**src/rtl/xfer_pkg.sv**
```systemverilog
package xfer_pkg;

    localparam int BYTE_W    = 8;
    localparam int ADDR_W    = 2 * BYTE_W;
    localparam int OP_W      = 3;
    localparam int CC_W      = 3;
    localparam int VEC_W     = 3;
    localparam int VEC_SHIFT = 3;

    typedef logic [ADDR_W-1:0] addr_t;
    typedef logic [BYTE_W-1:0] byte_t;

    typedef enum logic [OP_W-1:0] {
        OP_JP   = 3'd0,
        OP_JR   = 3'd1,
        OP_CALL = 3'd2,
        OP_RET  = 3'd3,
        OP_RETI = 3'd4,
        OP_RST  = 3'd5,
        OP_JHL  = 3'd6,
        OP_NONE = 3'd7
    } op_e;

    localparam logic [CC_W-1:0] CC_ALWAYS = 3'd0;
    localparam logic [CC_W-1:0] CC_Z      = 3'd1;
    localparam logic [CC_W-1:0] CC_C      = 3'd2;
    localparam logic [CC_W-1:0] CC_NZ     = 3'd3;
    localparam logic [CC_W-1:0] CC_NC     = 3'd4;

    typedef enum logic [3:0] {
        ST_IDLE,
        ST_IMM_LO,
        ST_IMM_HI,
        ST_IMM_REL,
        ST_COND,
        ST_WR_A,
        ST_WR_B,
        ST_POP_LO,
        ST_POP_HI,
        ST_STALL
    } state_e;

    typedef struct packed {
        op_e              op;
        logic             taken;
        logic [VEC_W-1:0] vec;
    } cmd_t;

    function automatic logic cond_met(logic [CC_W-1:0] cc, logic z, logic c);
        case (cc)
            CC_Z:    return z;
            CC_C:    return c;
            CC_NZ:   return !z;
            CC_NC:   return !c;
            default: return 1'b1;
        endcase
    endfunction

    function automatic addr_t sext(byte_t b);
        return {{(ADDR_W-BYTE_W){b[BYTE_W-1]}}, b};
    endfunction

endpackage

```
**src/rtl/xfer_cond.sv**
```systemverilog
module xfer_cond
    import xfer_pkg::*;
(
    input  logic [CC_W-1:0] cc,
    input  logic            z,
    input  logic            c,
    output logic            taken
);
    assign taken = cond_met(cc, z, c);
endmodule

```
**src/rtl/xfer_fsm.sv**
```systemverilog
module xfer_fsm
    import xfer_pkg::*;
(
    input  logic            clk,
    input  logic            rst,
    input  logic            accept,
    input  op_e             new_op,
    input  logic [CC_W-1:0] new_cc,
    input  cmd_t            cmd,
    output state_e          state,
    output logic            finish
);
    state_e nxt;

    always_comb begin
        nxt = state;
        case (state)
            ST_IDLE: begin
                if (accept) begin
                    case (new_op)
                        OP_JP, OP_CALL: nxt = ST_IMM_LO;
                        OP_JR:          nxt = ST_IMM_REL;
                        OP_RET:         nxt = (new_cc != CC_ALWAYS) ? ST_COND : ST_POP_LO;
                        OP_RETI:        nxt = ST_POP_LO;
                        OP_RST:         nxt = ST_WR_A;
                        default:        nxt = ST_IDLE;
                    endcase
                end
            end
            ST_IMM_LO:  nxt = ST_IMM_HI;
            ST_IMM_HI: begin
                if (!cmd.taken)              nxt = ST_IDLE;
                else if (cmd.op == OP_CALL)  nxt = ST_WR_A;
                else                         nxt = ST_STALL;
            end
            ST_IMM_REL: nxt = cmd.taken ? ST_STALL : ST_IDLE;
            ST_COND:    nxt = cmd.taken ? ST_POP_LO : ST_IDLE;
            ST_WR_A:    nxt = ST_WR_B;
            ST_WR_B:    nxt = ST_STALL;
            ST_POP_LO:  nxt = ST_POP_HI;
            ST_POP_HI:  nxt = ST_STALL;
            ST_STALL:   nxt = ST_IDLE;
            default:    nxt = ST_IDLE;
        endcase
    end

    assign finish = ((state != ST_IDLE) || accept) && (nxt == ST_IDLE);

    always_ff @(posedge clk) begin
        if (rst) state <= ST_IDLE;
        else     state <= nxt;
    end
endmodule

```
**src/rtl/xfer_port.sv**
```systemverilog
module xfer_port
    import xfer_pkg::*;
(
    input  state_e state,
    input  logic   is_call,
    input  addr_t  pc,
    input  addr_t  sp,
    output logic   rd,
    output logic   wr,
    output addr_t  addr,
    output byte_t  wdata
);
    addr_t sp_m1, sp_m2;
    byte_t pc_hi, pc_lo;

    assign sp_m1 = sp - addr_t'(1);
    assign sp_m2 = sp - addr_t'(2);
    assign pc_hi = pc[ADDR_W-1:BYTE_W];
    assign pc_lo = pc[BYTE_W-1:0];

    always_comb begin
        rd    = 1'b0;
        wr    = 1'b0;
        addr  = '0;
        wdata = '0;
        case (state)
            ST_IMM_LO, ST_IMM_HI, ST_IMM_REL: begin
                rd   = 1'b1;
                addr = pc;
            end
            ST_WR_A: begin
                wr    = 1'b1;
                addr  = is_call ? sp_m1 : sp_m2;
                wdata = is_call ? pc_hi : pc_lo;
            end
            ST_WR_B: begin
                wr    = 1'b1;
                addr  = is_call ? sp_m2 : sp_m1;
                wdata = is_call ? pc_lo : pc_hi;
            end
            ST_POP_LO: begin
                rd   = 1'b1;
                addr = sp;
            end
            ST_POP_HI: begin
                rd   = 1'b1;
                addr = sp + addr_t'(1);
            end
            default: ;
        endcase
    end
endmodule

```
**src/rtl/xfer_seq.sv**
```systemverilog
module xfer_seq
    import xfer_pkg::*;
#(
    parameter logic [15:0] PC_RESET = 16'h0100,
    parameter logic [15:0] SP_RESET = 16'hFFFE
) (
    input  logic                 clk,
    input  logic                 rst,
    input  logic                 start,
    input  logic [OP_W-1:0]      op,
    input  logic [CC_W-1:0]      cond,
    input  logic [VEC_W-1:0]     vec,
    input  logic                 flag_z,
    input  logic                 flag_c,
    input  logic [ADDR_W-1:0]    hl,
    input  logic [BYTE_W-1:0]    mem_rdata,
    output logic [ADDR_W-1:0]    mem_addr,
    output logic [BYTE_W-1:0]    mem_wdata,
    output logic                 mem_rd,
    output logic                 mem_wr,
    output logic                 done,
    output logic                 ie_set,
    output logic [ADDR_W-1:0]    pc,
    output logic [ADDR_W-1:0]    sp
);
    addr_t  pc_q, sp_q, tgt_q;
    byte_t  lo_q;
    cmd_t   cmd_q;
    state_e state;
    logic   accept, finish, taken_now, done_q, ie_q;
    op_e    op_in;
    addr_t  imm_word, vec_addr;

    assign op_in    = op_e'(op);
    assign accept   = start && (state == ST_IDLE);
    assign imm_word = {mem_rdata, lo_q};
    assign vec_addr = addr_t'(cmd_q.vec) << VEC_SHIFT;

    xfer_cond i_cond (
        .cc    (cond),
        .z     (flag_z),
        .c     (flag_c),
        .taken (taken_now)
    );

    xfer_fsm i_fsm (
        .clk    (clk),
        .rst    (rst),
        .accept (accept),
        .new_op (op_in),
        .new_cc (cond),
        .cmd    (cmd_q),
        .state  (state),
        .finish (finish)
    );

    xfer_port i_port (
        .state   (state),
        .is_call (cmd_q.op == OP_CALL),
        .pc      (pc_q),
        .sp      (sp_q),
        .rd      (mem_rd),
        .wr      (mem_wr),
        .addr    (mem_addr),
        .wdata   (mem_wdata)
    );

    always_ff @(posedge clk) begin
        if (rst) begin
            pc_q   <= PC_RESET;
            sp_q   <= SP_RESET;
            tgt_q  <= '0;
            lo_q   <= '0;
            cmd_q  <= '{op: OP_NONE, taken: 1'b0, vec: '0};
            done_q <= 1'b0;
            ie_q   <= 1'b0;
        end else begin
            done_q <= finish;
            ie_q   <= finish && (state != ST_IDLE) && (cmd_q.op == OP_RETI);
            if (accept) begin
                cmd_q <= '{op: op_in, taken: taken_now, vec: vec};
                if (op_in == OP_JHL) pc_q <= hl;
            end
            case (state)
                ST_IMM_LO: begin
                    lo_q <= mem_rdata;
                    pc_q <= pc_q + addr_t'(1);
                end
                ST_IMM_HI: begin
                    tgt_q <= imm_word;
                    if (cmd_q.taken && cmd_q.op == OP_JP) pc_q <= imm_word;
                    else                                  pc_q <= pc_q + addr_t'(1);
                end
                ST_IMM_REL: begin
                    if (cmd_q.taken) pc_q <= pc_q + addr_t'(1) + sext(mem_rdata);
                    else             pc_q <= pc_q + addr_t'(1);
                end
                ST_WR_B: begin
                    sp_q <= sp_q - addr_t'(2);
                    pc_q <= (cmd_q.op == OP_CALL) ? tgt_q : vec_addr;
                end
                ST_POP_LO: lo_q <= mem_rdata;
                ST_POP_HI: begin
                    pc_q <= imm_word;
                    sp_q <= sp_q + addr_t'(2);
                end
                default: ;
            endcase
        end
    end

    assign pc     = pc_q;
    assign sp     = sp_q;
    assign done   = done_q;
    assign ie_set = ie_q;
endmodule

```
**config.mk**
```make
export PLATFORM = sky130hd
export DESIGN_NAME = xfer_seq
export DESIGN_NICKNAME = d
export VERILOG_FILES = /design/src/rtl/xfer_pkg.sv /design/src/rtl/xfer_cond.sv /design/src/rtl/xfer_fsm.sv /design/src/rtl/xfer_port.sv /design/src/rtl/xfer_seq.sv
export SDC_FILE = /design/constraint.sdc
export NUM_CORES = 1
export LEC_CHECK = 0
export CORE_UTILIZATION = 40
export CTS_CLUSTER_DIAMETER = 100
export DETAILED_ROUTE_END_ITERATION = 12
export DONT_BUFFER_PORTS = 1
export SLEW_MARGIN = 20
export SYNTH_ARGS = -nofsm -noshare
export SYNTH_HDL_FRONTEND = slang
export SYNTH_SLANG_ARGS = --single-unit
```
**constraint.sdc**
```tcl
create_clock -name clk -period 9.1 [get_ports clk]
set_clock_uncertainty 0.2 [all_clocks]
set_input_delay 0.455 -clock clk [delete_from_list [all_inputs] [get_ports clk]]
set_output_delay 0.455 -clock clk [all_outputs]
set_load 0.005 [all_outputs]
```
After elaboration in Yosys (flattened, before gate mapping)
Cells that the tools add are included.

Reductions and logical operators: 24. $add $sub $neg: 6. Muxes and demuxes: 24. Equality and inequality tests: 20.

Operators by type and width (count): $pmux 16 s5 (2); $mux 16 (7); $add 16x1->16 const B (2); $pmux 16 s2 (1); $pmux 4 s8 (1); $pmux 4 s5 (1); $add 16x16->16 (1); $add 16x2->16 const B (1); $eq 4x3->1 const B (4); $mux 4 (4); $mux 8 (2); $pmux 8 s2 (1); $sub 16x1->16 const B (1); $sub 16x2->16 const B (1); $eq 3x2->1 const B (5); $eq 3x3->1 const B (5); $reduce_bool 6->1 (2); $eq 4x2->1 const B (2); $logic_not 4->1 (2); $reduce_or 2->1 (4); $eq 3x1->1 const B (2); $logic_not 3->1 (2); $logic_and 1x1->1 (5); $reduce_or 5->1 (1); 13 further kinds (15).

Input bits: 38. Word-level logic and storage cells: 84. Bits in registers: 69.

Longest topological paths before layout
Depth in word-level cells: 9. Depth in mapped cells: 13. Depth with buffers taken out: 13.

By module
A second synthesis with hierarchy kept.

Cell total of the unflattened synthesis: 843. Area, all modules: 6368.6 µm².

By module, submodules not included: xfer_seq (area each 4540.6 µm², cells an instance 561, instances 1, seq. area each 1281.2 µm²); xfer_port (area each 1485.2 µm², cells an instance 238, instances 1, seq. area each 0.0 µm²); xfer_fsm (area each 304.0 µm², cells an instance 37, instances 1, seq. area each 80.1 µm²); xfer_cond (area each 38.8 µm², cells an instance 7, instances 1, seq. area each 0.0 µm²).

Worst setup path before layout
OpenSTA, ideal clock, no wires.

Path type: register to register. Start point: register pc_q[2], in the netlist pc[2]. End point: register pc_q[15], in the netlist pc[15]. Setup slack: 5952 ps. Data required time: 8830 ps. Buffers on the path: 1. Data arrival time: 2878 ps. Stages on the path, launching flop included: 14. Cell sequence: dfxtp_1 clkbuf_1 nand4_1 nor3_1 nand3_1 xnor2_1 ha_1 a21o_1 a211oi_1 nand3_1 mux2i_1 mux2_2 o2111ai_1 a21oi_1.

Longest elaborated chain between the ends: 4. Elaborated cells on any way between the ends: 5. Those cells by class: add/sub: 2; mux: 3.

RTL lines: start, declared (line xfer_seq.sv:26) `addr_t pc_q, sp_q, tgt_q;`; start signal, assigned (line xfer_seq.sv:82) `if (op_in == OP_JHL) pc_q <= hl;`; start signal, assigned (line xfer_seq.sv:87) `pc_q <= pc_q + addr_t'(1);`; start signal, assigned (line xfer_seq.sv:91) `if (cmd_q.taken && cmd_q.op == OP_JP) pc_q <= imm_word;`; $add 16x1->16 *; $add 16x16->16 (line xfer_seq.sv:95) `if (cmd_q.taken) pc_q <= pc_q + addr_t'(1) + sext(mem_rdata);`; $mux 16 (line xfer_seq.sv:95); $pmux 16 s5 * (line xfer_seq.sv:84) `case (state)`.

Every way passes the cells marked *; elsewhere a longest branch is shown, timed or not. A chain may end at the register's enable or synchronous reset.

Worst setup path after layout
Start point: register pc_q[1], in the netlist pc[1]. End point: register pc_q[15], in the netlist pc[15].

Same word-level chain as after synthesis.

==> parameters.txt <==
Parameter                              Value

Status
  Status ... complete, no violations

Yosys
  Flip-flop cell with the highest count after synthesis ... dfxtp_1
  Most area-consuming cells after synthesis ... dfxtp_1 27%, nand2_1 7.0%, a21oi_1 5.6%, ha_1 5.1%, xnor2_1 4.5%
  Share of the synthesized area in the top cell type ... 26.7%
  Synthesized net count ... 741
  Syn Inst Count ... 681
  Synth area leader ... dfxtp_1
  Register bit total from synthesis ... 68
  Syn avg cell area ... 7.49 sq um
  FFs w/ async S/R, synth ... 0%
  Count of cell types in the netlist ... 68
  Cell area after technology mapping ... 0.00510 sq mm
  Sequential-to-total area share from yosys stat ... 26.7%
  Synthesis Warnings ... 0
  Count of flip-flops with a built-in enable after synthesis ... 0

Routing
  Iteration-0 DRC Markers ... 488
  Post-route ant nets ... 0
  Routed Wire Length ... 16.7 mm
  Post-DR vias/cell ... 6.24
  Vias post-DR ... 5145
  Wire length per cell ... 20.3 um
  Total DRC errors in the routed layout ... 0
  Length of the first detailed-routing pass in iterations ... 6

GRT
  Largest net degree at the start of global routing ... 47
  Number of global-route vias before repair ... 4657
  Global Route Usage Sum ... 25.6%
  Overall overflow remaining after global route ... 0
  Antenna violations before repair ... 0
  First-pass GRT wire length ... 25.9 mm

Worst setup path
  Top fanout value on the critical path ... 8
  Required time worst endpoint ... 9.13 ns
  Data arrival time of the critical path ... 3.74 ns
  Kind of critical path ... flop to flop
  Worst setup EP type ... flop
  Crit start category ... flop

CTS
  Root cell of the clock tree ... clkbuf_16
  Clock slew at reported path FFs ... 0.06 ns
  Clk_lat worst skew ... 0.35 ns
  Quantity of gates resized following cts ... 0
  Max Root-Sink Buffers ... 2
  Clock Sinks ... 68
  TritonCTS clock tree ... done
  Deepest level of the CTS H-tree ... 3
  Total clock buffers created by CTS ... 9

Place
  Post-DP HPWL ... 12.0 mm
  Pre-CTS setup slack ... 5.47 ns
  Cell area after placement ... 0.00517 sq mm
  Cell count after placement ... 807
  Gp weighted congestion ... 0.953
  Port Buffers ... 0

Layout
  Fin cells ... 824
  Net count reported at finish ... 711
  Final design utilization ... 45.1%
  Area delta synth->final ... 7.99%
  Share of final-layout standard cells stronger than drive strength 1 ... 5.95%
  Final Cell Area ... 0.00551 sq mm
  Antenna diode instance count ... 0

Die
  Starting Density ... 41.8%
  Number of top-level design ports ... 98
  Floorplan die height ... 115 um
  Full die area ... 0.0132 sq mm
  Number of placement rows ... 40
  Core region area ... 0.0122 sq mm
  Die width ... 115 um

Timing
  Measured slew at the worst slew-check pin ... 1.06 ns
  Unrepaired setup endpoints after global routing ... no
  Final-report hold violation count ... 0
  Period minus WS final ... 3.71 ns
  Hold Slack ... 0.0135 ns
  Post-route worst setup slack ... 5.39 ns
  TNS Setup ... 0 ns
  Max-slew violation count ... 0
  Fmax ... 270 MHz
  Count of final setup violators ... 0
  Worst relative slew slack ... 28.8%
  Share of the cycle needed by the critical path after routing ... 40.8%

Hold path
  Class of the tightest hold or removal check ... primary input to flop

Run
  Max Cap Viol ... 0

Pwr
  Power Total ... 0.964 mW
  Pwr per Cell Area ... 175 mW/mm^2
  Worst vdd rail ir drop ... 0.114 mV
  Leakage power of the design ... 2.05 nW
[layer usage]
layer / routed length [um] / global-route usage [%] / vias to the layer above
li1: - / - / 2433
met1: 7170 / 33.3 / 2406
met2: 7290 / 40.6 / 279
met3: 1890 / 7.33 / 27
met4: 360 / 8.48 / 0
met5: 0 / 0 / -
[placed cells by master (no fill, tap or decap), types with 3 or more instances in the layout]
master and count:
inv_1 11, a221oi_1 8, and3_1 3, dfxtp_1 68
o21a_1 4, o21ai_1 3, clkbuf_16 9, a222oi_1 5
and4_1 3, o21ai_0 33, a22oi_1 12, a221o_1 16
nor3b_1 6, o22ai_1 4, xor2_1 11, a21oi_1 57
mux2_2 3, xnor2_1 26, ha_1 21, or3_1 6
nand3b_1 6, a22o_1 10, nor3_1 23, nand2_1 95
nand4_1 9, a211oi_1 6, nor2b_1 12, nand2b_1 17
a21o_1 9, buf_4 5, mux2i_1 14, o211ai_1 3
nand3_1 19, nor4_1 7, o21bai_1 4, nor2_1 58
a31oi_1 9
[synth_stat cells (5+ instances only)]
master    count
a21o_1        9
a22oi_1      12
o21ai_0      34
a31oi_1       9
a222oi_1      5
xor2_1       11
clkbuf_1     39
inv_1        11
mux2i_1      14
nor2_1       58
nor3b_1       6
nor2b_1      12
nor4_1        7
a221oi_1      8
nand3b_1      6
xnor2_1      26
nand4_1       9
ha_1         21
a211oi_1      6
nand3_1      19
a22o_1       10
a21oi_1      57
nand2_1      95
a221o_1      16
nor3_1       23
dfxtp_1      68
or3_1         6
nand2b_1     17
[final cells by class]
class / instances / area (sq um)
Multi-Input combinational cell: 554 / 3520
Tap cell: 168 / 210
Clock buffer: 11 / 253
Timing Repair Buffer: 6 / 57.6
Inverter: 12 / 45.0
Clock inverter: 5 / 58.8
Sequential cell: 68 / 1360
Fill cell: 1246 / 6700
[final timing paths]
check | from | endpoint | slack (ns) | cells past startpoint
max reg2reg | pc[1]$_SDFFE_PP0P_ | pc[15]$_SDFFE_PP0P_ | 5.39 | 12
min | rst | sp[13]$_SDFFE_PP1P_ | 0.01 | 1
max | pc[1]$_SDFFE_PP0P_ | pc[15]$_SDFFE_PP0P_ | 5.39 | 12
min reg2reg | tgt_q[5]$_SDFFE_PP0P_ | tgt_q[5]$_SDFFE_PP0P_ | 0.26 | 2
[power by group]
part | internal (mW) | switching (mW)
Combinational | 0.0950 | 0.135
Clock | 0.228 | 0.141
Sequential | 0.318 | 0.0464
Total | 0.641 | 0.323
[flip-flops by register name, summed over array words and instances (netlist names)]
register     flops
cmd_q            7
lo_q             8
done             1
pc              16
ie_set           1
sp              15
tgt_q           16
i_fsm.state      4
[kinds of logic after synthesis]
family                     synth area share, %
and+or+nand+nor                           26.7
AOI/OAI and AO/OA                         26.6
DFF                                       26.7
buffers and inverters                     4.71
xor gates and xnor gates                  6.35
adders and majority gates                 5.54
muxes                                     3.41
other                                   0.0735
[what timing repair did]
action                    4_1_cts  5_1_grt
hold buffers                    1        0
buffers inserted                0        0
hold endpoints to repair       46        0
[worst max-delay path, cell delays in order (launching register included)]
cell and delay [ns]:
dfxtp_1 0.60, ha_1 0.31, inv_1 0.10, nor2_1 0.23, xor2_1 0.13, ha_1 0.34, nand2_1 0.06, o21ai_0 0.31
nand2_1 0.17, o41ai_1 0.49, mux2_2 0.39, o2111ai_1 0.17, a21oi_1 0.09
(Power assumes the default switching activity.)
